===== src/rtl/mra_pkg.sv =====
package mra_pkg;
  localparam int NUM_SRC  = 8;
  localparam int NUM_SLOT = 11;

  localparam int SRC_MODE = 0;
  localparam int SRC_REF  = 1;
  localparam int SRC_VIC  = 2;
  localparam int SRC_DMAR = 3;
  localparam int SRC_XLAT = 4;
  localparam int SRC_DMAW = 5;
  localparam int SRC_PCI  = 6;
  localparam int SRC_CPU  = 7;

  // source served by each priority slot, slot 0 highest
  function automatic int slot_src(input int slot);
    case (slot)
      0:       return SRC_MODE;
      1:       return SRC_REF;
      2:       return SRC_VIC;
      3:       return SRC_DMAR;
      4:       return SRC_XLAT;
      5:       return SRC_DMAW;
      6:       return SRC_PCI;
      7:       return SRC_CPU;
      8:       return SRC_VIC;
      9:       return SRC_DMAW;
      default: return SRC_REF;
    endcase
  endfunction

  // condition sense for each slot: 0 none, 1 flag high, 2 flag low
  function automatic int slot_cond(input int slot);
    case (slot)
      1, 2, 5:  return 1;
      8, 9, 10: return 2;
      default:  return 0;
    endcase
  endfunction
endpackage


===== src/rtl/mra_slot_map.sv =====
module mra_slot_map
  import mra_pkg::*;
#(
  parameter int N_SRC  = NUM_SRC,
  parameter int N_SLOT = NUM_SLOT
) (
  input  logic [N_SRC-1:0]  req_vec,
  input  logic              refresh_late,
  input  logic              victim_full,
  input  logic              dmaw_full,
  output logic [N_SLOT-1:0] slot_req
);
  logic [N_SRC-1:0] src_flag;

  always_comb begin
    src_flag           = '0;
    src_flag[SRC_REF]  = refresh_late;
    src_flag[SRC_VIC]  = victim_full;
    src_flag[SRC_DMAW] = dmaw_full;
  end

  for (genvar s = 0; s < N_SLOT; s++) begin : g_slot
    localparam int SRC  = slot_src(s);
    localparam int COND = slot_cond(s);
    if (COND == 1) begin : g_urgent
      assign slot_req[s] = req_vec[SRC] & src_flag[SRC];
    end else if (COND == 2) begin : g_background
      assign slot_req[s] = req_vec[SRC] & ~src_flag[SRC];
    end else begin : g_plain
      assign slot_req[s] = req_vec[SRC];
    end
  end
endmodule


===== src/rtl/mra_pick.sv =====
module mra_pick #(
  parameter int N = 11
) (
  input  logic [N-1:0] cand,
  output logic [N-1:0] win
);
  logic [N:0] above;
  assign above[0] = 1'b0;

  for (genvar i = 0; i < N; i++) begin : g_chain
    assign win[i]       = cand[i] & ~above[i];
    assign above[i + 1] = above[i] | cand[i];
  end
endmodule


===== src/rtl/mra_slot_to_src.sv =====
module mra_slot_to_src
  import mra_pkg::*;
#(
  parameter int N_SRC  = NUM_SRC,
  parameter int N_SLOT = NUM_SLOT
) (
  input  logic [N_SLOT-1:0] slot_win,
  output logic [N_SRC-1:0]  src_win
);
  for (genvar d = 0; d < N_SRC; d++) begin : g_src
    logic [N_SLOT-1:0] hit;
    for (genvar s = 0; s < N_SLOT; s++) begin : g_hit
      if (slot_src(s) == d) begin : g_on
        assign hit[s] = slot_win[s];
      end else begin : g_off
        assign hit[s] = 1'b0;
      end
    end
    assign src_win[d] = |hit;
  end
endmodule


===== src/rtl/mem_req_arbiter.sv =====
module mem_req_arbiter
  import mra_pkg::*;
#(
  parameter int N_SRC  = NUM_SRC,
  parameter int N_SLOT = NUM_SLOT
) (
  input  logic             clk,
  input  logic             rst,
  input  logic [N_SRC-1:0] req_vec,
  input  logic             refresh_late,
  input  logic             victim_full,
  input  logic             dmaw_full,
  input  logic             seq_idle,
  input  logic             seq_done,
  output logic [N_SRC-1:0] grant,
  output logic             grant_valid
);
  logic [N_SLOT-1:0] slot_req;
  logic [N_SLOT-1:0] slot_win;
  logic [N_SRC-1:0]  src_win;
  logic              take;

  mra_slot_map #(.N_SRC(N_SRC), .N_SLOT(N_SLOT)) u_map (
    .req_vec      (req_vec),
    .refresh_late (refresh_late),
    .victim_full  (victim_full),
    .dmaw_full    (dmaw_full),
    .slot_req     (slot_req)
  );

  mra_pick #(.N(N_SLOT)) u_pick (
    .cand (slot_req),
    .win  (slot_win)
  );

  mra_slot_to_src #(.N_SRC(N_SRC), .N_SLOT(N_SLOT)) u_back (
    .slot_win (slot_win),
    .src_win  (src_win)
  );

  assign take = ~grant_valid & seq_idle & (|slot_req);

  always_ff @(posedge clk) begin
    if (rst) begin
      grant       <= '0;
      grant_valid <= 1'b0;
    end else if (grant_valid) begin
      if (seq_done) begin
        grant       <= '0;
        grant_valid <= 1'b0;
      end
    end else if (take) begin
      grant       <= src_win;
      grant_valid <= 1'b1;
    end
  end

  // at most one source granted
  p_onehot_r2: assert property (@(posedge clk) disable iff (rst)
    $onehot0(grant));

  // a new grant only follows an idle edge
  p_needs_idle_r2: assert property (@(posedge clk) disable iff (rst)
    $rose(grant_valid) |-> $past(seq_idle));

  // valid matches a set grant bit
  p_valid_has_bit_r3: assert property (@(posedge clk) disable iff (rst)
    grant_valid |-> ($countones(grant) == 1));

  // held grant does not move before done
  p_hold_r4: assert property (@(posedge clk) disable iff (rst)
    (grant_valid && !seq_done) |=> ($stable(grant) && grant_valid));

  // done releases the grant
  p_release_r5: assert property (@(posedge clk) disable iff (rst)
    (grant_valid && seq_done) |=> !grant_valid);

  // mode set wins when present at the choosing edge
  p_mode_first_r6: assert property (@(posedge clk) disable iff (rst)
    (!grant_valid && seq_idle && req_vec[SRC_MODE]) |=> grant[SRC_MODE]);
endmodule


===== config.mk =====
export PLATFORM = sky130hd
export DESIGN_NAME = mem_req_arbiter
export DESIGN_NICKNAME = d
export VERILOG_FILES = /design/src/rtl/mra_pkg.sv /design/src/rtl/mra_slot_map.sv /design/src/rtl/mra_pick.sv /design/src/rtl/mra_slot_to_src.sv /design/src/rtl/mem_req_arbiter.sv
export SDC_FILE = /design/constraint.sdc
export NUM_CORES = 1
export LEC_CHECK = 0
export ABC_AREA = 1
export BUFFER_PORTS_ARGS = -buffer_cell sky130_fd_sc_hd__buf_2
export CORE_MARGIN = 2
export CORE_UTILIZATION = 45
export DETAILED_ROUTE_END_ITERATION = 6
export HOLD_SLACK_MARGIN = 0.05
export MAX_ROUTING_LAYER = met4
export PLACE_DENSITY = 0.72
export SYNTH_ARGS = -nofsm -noshare
export SYNTH_HDL_FRONTEND = slang
export SYNTH_SLANG_ARGS = --single-unit

===== constraint.sdc =====
create_clock -name clk -period 1.3 [get_ports clk]
set_clock_uncertainty 0.05 [all_clocks]
set_input_delay 0.195 -clock clk [delete_from_list [all_inputs] [get_ports clk]]
set_output_delay 0.195 -clock clk [all_outputs]
set_load 0.01 [all_outputs]

---- Yosys cells after proc, flatten, opt, wreduce, memory -nomap -nowiden ----
Cells that the tools add are included.
word-level totals
  bits in registers ....................... 9
  bits of input ports ..................... 15
cells by class
  reductions and logical operators ........ 6
  mux-type cells .......................... 6
  equal/unequal tests ..................... 1
  bitwise gates (word level) .............. 41
operators with widths
  cell                                   count
  8-bit two-way mux                      3
  1-bit AND                              18
  1-bit NOT                              14
  11-bit OR reduction                    1
  1-bit OR                               9
  2-bit OR reduction                     3
  1-bit two-way mux                      3
  2-bit != test (second input constant)  1
  2-bit AND reduction                    1
  2-bit nonzero test                     1

---- Longest topological paths before layout ----
  word-level depth ........................ 15
  gate-level depth with buffers ........... 7
  depth with buffers taken out ............ 7

---- Hierarchy ----
A second synthesis with hierarchy kept.
unflattened totals
  cell total of the unflattened synthesis .. 108
  area, all modules ....................... 718.2 um^2
by module, submodules not included
  module           cells each  area each (um^2)  times used  sequential area each (um^2)
  mem_req_arbiter  50          419.2             1           180.2
  mra_pick         27          137.6             1           0.0
  mra_slot_map     17          90.1              1           0.0
  mra_slot_to_src  14          71.3              1           0.0

---- Worst setup path before layout ----
No wires, ideal clock.
  path type ............................... register to register
  start ................................... register grant_valid
  end ..................................... register grant[4]
  stages on the path, launching flop included .. 7
  slack ................................... 189 ps
  setup time .............................. 114 ps
  data arrival time ....................... 947 ps
  cells stage by stage .................... dfxtp_1 -> inv_1 -> nand2_1 -> o21bai_2 -> nand2_1 -> o21bai_1 -> nor2_1
between the ends
  longest elaborated chain between the ends .. 5
  elaborated cells on any way between the ends .. 7
  those cells by class .................... eq/ne (1); mux (1); bitwise (3); reduce/logical (2)
ends and longest elaborated chain
  element                        RTL line               RTL
  start: declaration             mem_req_arbiter.sv:16  output logic grant_valid
  start signal: assignment       mem_req_arbiter.sv:46  grant_valid <= 1'b0;
  start signal: assignment       mem_req_arbiter.sv:50  grant_valid <= 1'b0;
  start signal: assignment       mem_req_arbiter.sv:54  grant_valid <= 1'b1;
  1-bit NOT                      mem_req_arbiter.sv:41  assign take = ~grant_valid & seq_idle & (|slot_req);
  1-bit AND (2 in a row)         mem_req_arbiter.sv:41
  2-bit nonzero test (no line)   -
  2-bit AND reduction (no line)  -
  end signal: assignment         mem_req_arbiter.sv:53  grant <= src_win;
  end: declaration               mem_req_arbiter.sv:15  output logic [N_SRC-1:0] grant,
Parallel ways exist; a longest one is shown, timed or not.
A chain may end at the register's enable or synchronous reset.

---- Final worst setup path ----
Same ends and word-level chain as after synthesis.

==> flow_metrics.tcl <==
set metrics [dict create \
    outcome "finished clean" \
    slack_of_the_worst_reg_to_reg_path_ps 150 \
    grt_start_max_net_pins 10 \
    dp_worst_setup_slack_ps 90.9 \
    wl_mm 1.28 \
    synth_seq_cells 9 \
    crit_family "flip-flops" \
    peakVddDrop_uv 479 \
    final_common_cell "sky130_fd_sc_hd__nand2_1" \
    period_share_pct 88.4 \
    finalMaxSlewViolations 0 \
    rows 13 \
    setup_viol_count_final 0 \
    via_count 627 \
    clk_pin_slew_worst_paths_ps 60 \
    synth.largest_area_cell "sky130_fd_sc_hd__dfxtp_1" \
    cp_num_buf_inv 1 \
    cts_inserted_buffers 3 \
    crit_path_cell_trace "inv_1, nand2_1, o21bai_2, nand2_1, o21bai_1, nor2_1" \
    sequentialPowerShare_pct 45.2 \
    mostFrequentLayoutCells "sky130_fd_sc_hd__nand2_1 (24), sky130_fd_sc_hd__buf_2 (23), sky130_fd_sc_hd__inv_1 (13), sky130_fd_sc_hd__nor2_1 (12), sky130_fd_sc_hd__dfxtp_1 (9)" \
    post_synth_inst_count 90 \
    worst_ep_arrival_time_ps 1250 \
    synth.avg_cell_area_um2 6.52 \
    dr.pass1.iters 4 \
    path_common_cell "sky130_fd_sc_hd__nand2_1" \
    fin_nets 132 \
    synthesized_cell_area_um2 587 \
    cts_hold_buf 0 \
    total_non_filler_cell_area_in_the_finished_layout_um2 743 \
    p_leak_nw 0.381 \
    ys_async_sr_fraction_pct 0 \
    grt_setup_unrepaired "no" \
    area_delta_synth_final_pct 26.7 \
    critical_path.reg2reg.startpoint "grant_valid" \
    yosysWarnings 0 \
    core_area_mm2 0.00125 \
    crit_required_ps 1410 \
    timing.final.hold_violations 0 \
    timing.rr.end "grant[4]" \
    crit_slowest_cell "sky130_fd_sc_hd__dfxtp_1" \
    cts_root_buf "sky130_fd_sc_hd__clkbuf_4" \
    mappedNetlistNets 105 \
    worst_path_largest_cell_delay_ps 370 \
    post_cts.resized_instances 0 \
    worst-slew-pin-transition_ps 278 \
    gp_congestion 0.886 \
    setup.worst_path.end_class "flop" \
    cellInternalPower_mw 0.455 \
    drt-vias-per-instance 4.79 \
    holdCritPathClass "input port to flop" \
    clk_pwr_share_pct 33.5 \
    antenna_found_initial 0 \
    initial_core_util_pct 46.9 \
    synth_top_cells_by_area "sky130_fd_sc_hd__dfxtp_1 (31%), sky130_fd_sc_hd__nand2_1 (15%), sky130_fd_sc_hd__inv_1 (8.3%), sky130_fd_sc_hd__nor2_1 (7.7%), sky130_fd_sc_hd__nand3_1 (6.8%)" \
    die_width_um 40.1 \
    path_depth 6 \
    maximum_level_of_the_cts_h_tree 1 \
    cell_count_of_the_worst_reg_to_reg_path 6 \
    die_h_um 40.1 \
    netlist-cell-type-count 17 \
    wl_per_cell_um 9.76 \
    p_per_area_mw_per_mm2 864 \
    fin_setup_tns_ps 0 \
    path_max_fanout 5 \
    post-synth-top-area-fraction_pct 30.7 \
    synth_enable_flop_cells 0 \
    seq_area_frac_synth_pct 30.7 \
    synthFlopType "sky130_fd_sc_hd__dfxtp_1" \
    place_hpwl_mm 1.08 \
    boundaryPins 24 \
    clock.fmax_ghz 0.871 \
    first_pass_grt_wire_length_mm 2.13 \
    slew-limit-headroom_pct 81.3 \
    combinationalPowerShare_pct 21.3 \
    layout-drive-gt1-share_pct 33.6 \
    detailed_place.area_um2 717 \
    critPathLaunchType "flop" \
    path_class "flop to flop" \
    clk_path_buf_depth 2 \
    track_usage_pct 21.2 \
    cts_sinks 9 \
    swShare_pct 29.1 \
    finish.cell_count_without_fillers 131 \
    post_route_antenna_net_violation_count 0 \
    drt_iter0_markers 14 \
    grt_pass1_vias 546 \
    antenna-diode-count 0 \
    max_cap_viols 0 \
    clock_insertion_delay_worst_skew_ps 260 \
    die_footprint_mm2 0.00161 \
    p_total_mw 0.642 \
    dp.cells 127 \
    io_buffer_count 23 \
    p_sw_mw 0.187 \
    gr-total-overflow 0 \
    final_worst_path_setup_slack_ps 151 \
    min_period_ps 1150 \
    drc_errors 0 \
    cp-endpoint "grant[4]" \
    crit_start "grant_valid" \
    cts_tree "built" \
    cts_post_setup_buffers_inserted 0 \
]
power by group through the flow:
stage               clock (mW)  sequential, mW  combinational [mW]
floorplan                    0           0.301              0.0804
global placement             0           0.296               0.137
detailed placement           0           0.297               0.137
CTS                      0.222           0.290               0.137
global route             0.247           0.291               0.156
finish                   0.215           0.290               0.137
state kept, by name, indices dropped and copies added, names as in the netlist:
register / cells
grant: 8
grant_valid: 1
logic make-up (layout without fill, tap and decap cells):
kind of cell	count (synthesis)	after routing	share of synthesized area (%)
flip-flops	9	9	30.7
AO/OA/AOI/OAI	10	10	11.9
AND/OR/NAND/NOR	57	57	48.4
buffers and inverters	14	40	8.96
cells in the mapped netlist (2+ instances only):
master                    instances
sky130_fd_sc_hd__dfxtp_1          9
sky130_fd_sc_hd__nand2_1         24
sky130_fd_sc_hd__nor2_2           3
sky130_fd_sc_hd__nor2_1          12
sky130_fd_sc_hd__nand4_1          2
sky130_fd_sc_hd__nor2_4           3
sky130_fd_sc_hd__inv_1           13
sky130_fd_sc_hd__nand3_1          8
sky130_fd_sc_hd__a21oi_1          4
sky130_fd_sc_hd__a21oi_2          3
sky130_fd_sc_hd__nand3_2          3
how the worst min path moves through the flow:
stage	slack, ps	to	depth (start not counted)	startpoint
finish	160	grant[0]	2	rst
global route	160	grant[3]	2	rst
CTS	160	grant[0]	2	rst
detailed placement	410	grant[7]	2	grant[7]
global placement	400	grant[0]	2	grant[0]
floorplan	300	grant[0]	2	req_vec[0]
worst reg2reg max path, delay by kind of cell, from the launching register on:
kind            cells  cell delay (ps)
buf+inv             1               80
compound gates      2              310
simple gates        3              250
flops               1              370
metal layers:
metal,vias up,global-route usage [%],wire length [µm]
met2,15,33.1,598
met5,-,-,0
li1,339,-,-
met1,273,25.3,604
met4,0,2.59,0
met3,0,10.0,75
per-stage QoR:
step	hold WS, ps	util, %
finish	162	59.3
floorplan	304	-
global route	159	59.3
detailed placement	410	57.2
global placement	405	57.2
CTS	160	59.3
cell type report:
class | instances | area, µm²
Fill cell | 112 | 509
Multi-Input combinational cell | 67 | 354
Sequential cell | 9 | 180
Timing Repair Buffer | 23 | 115
Inverter | 13 | 48.8
Clock buffer | 4 | 26.3
Tap cell | 15 | 18.8
Note: power is estimated with default switching activity, not from simulation.
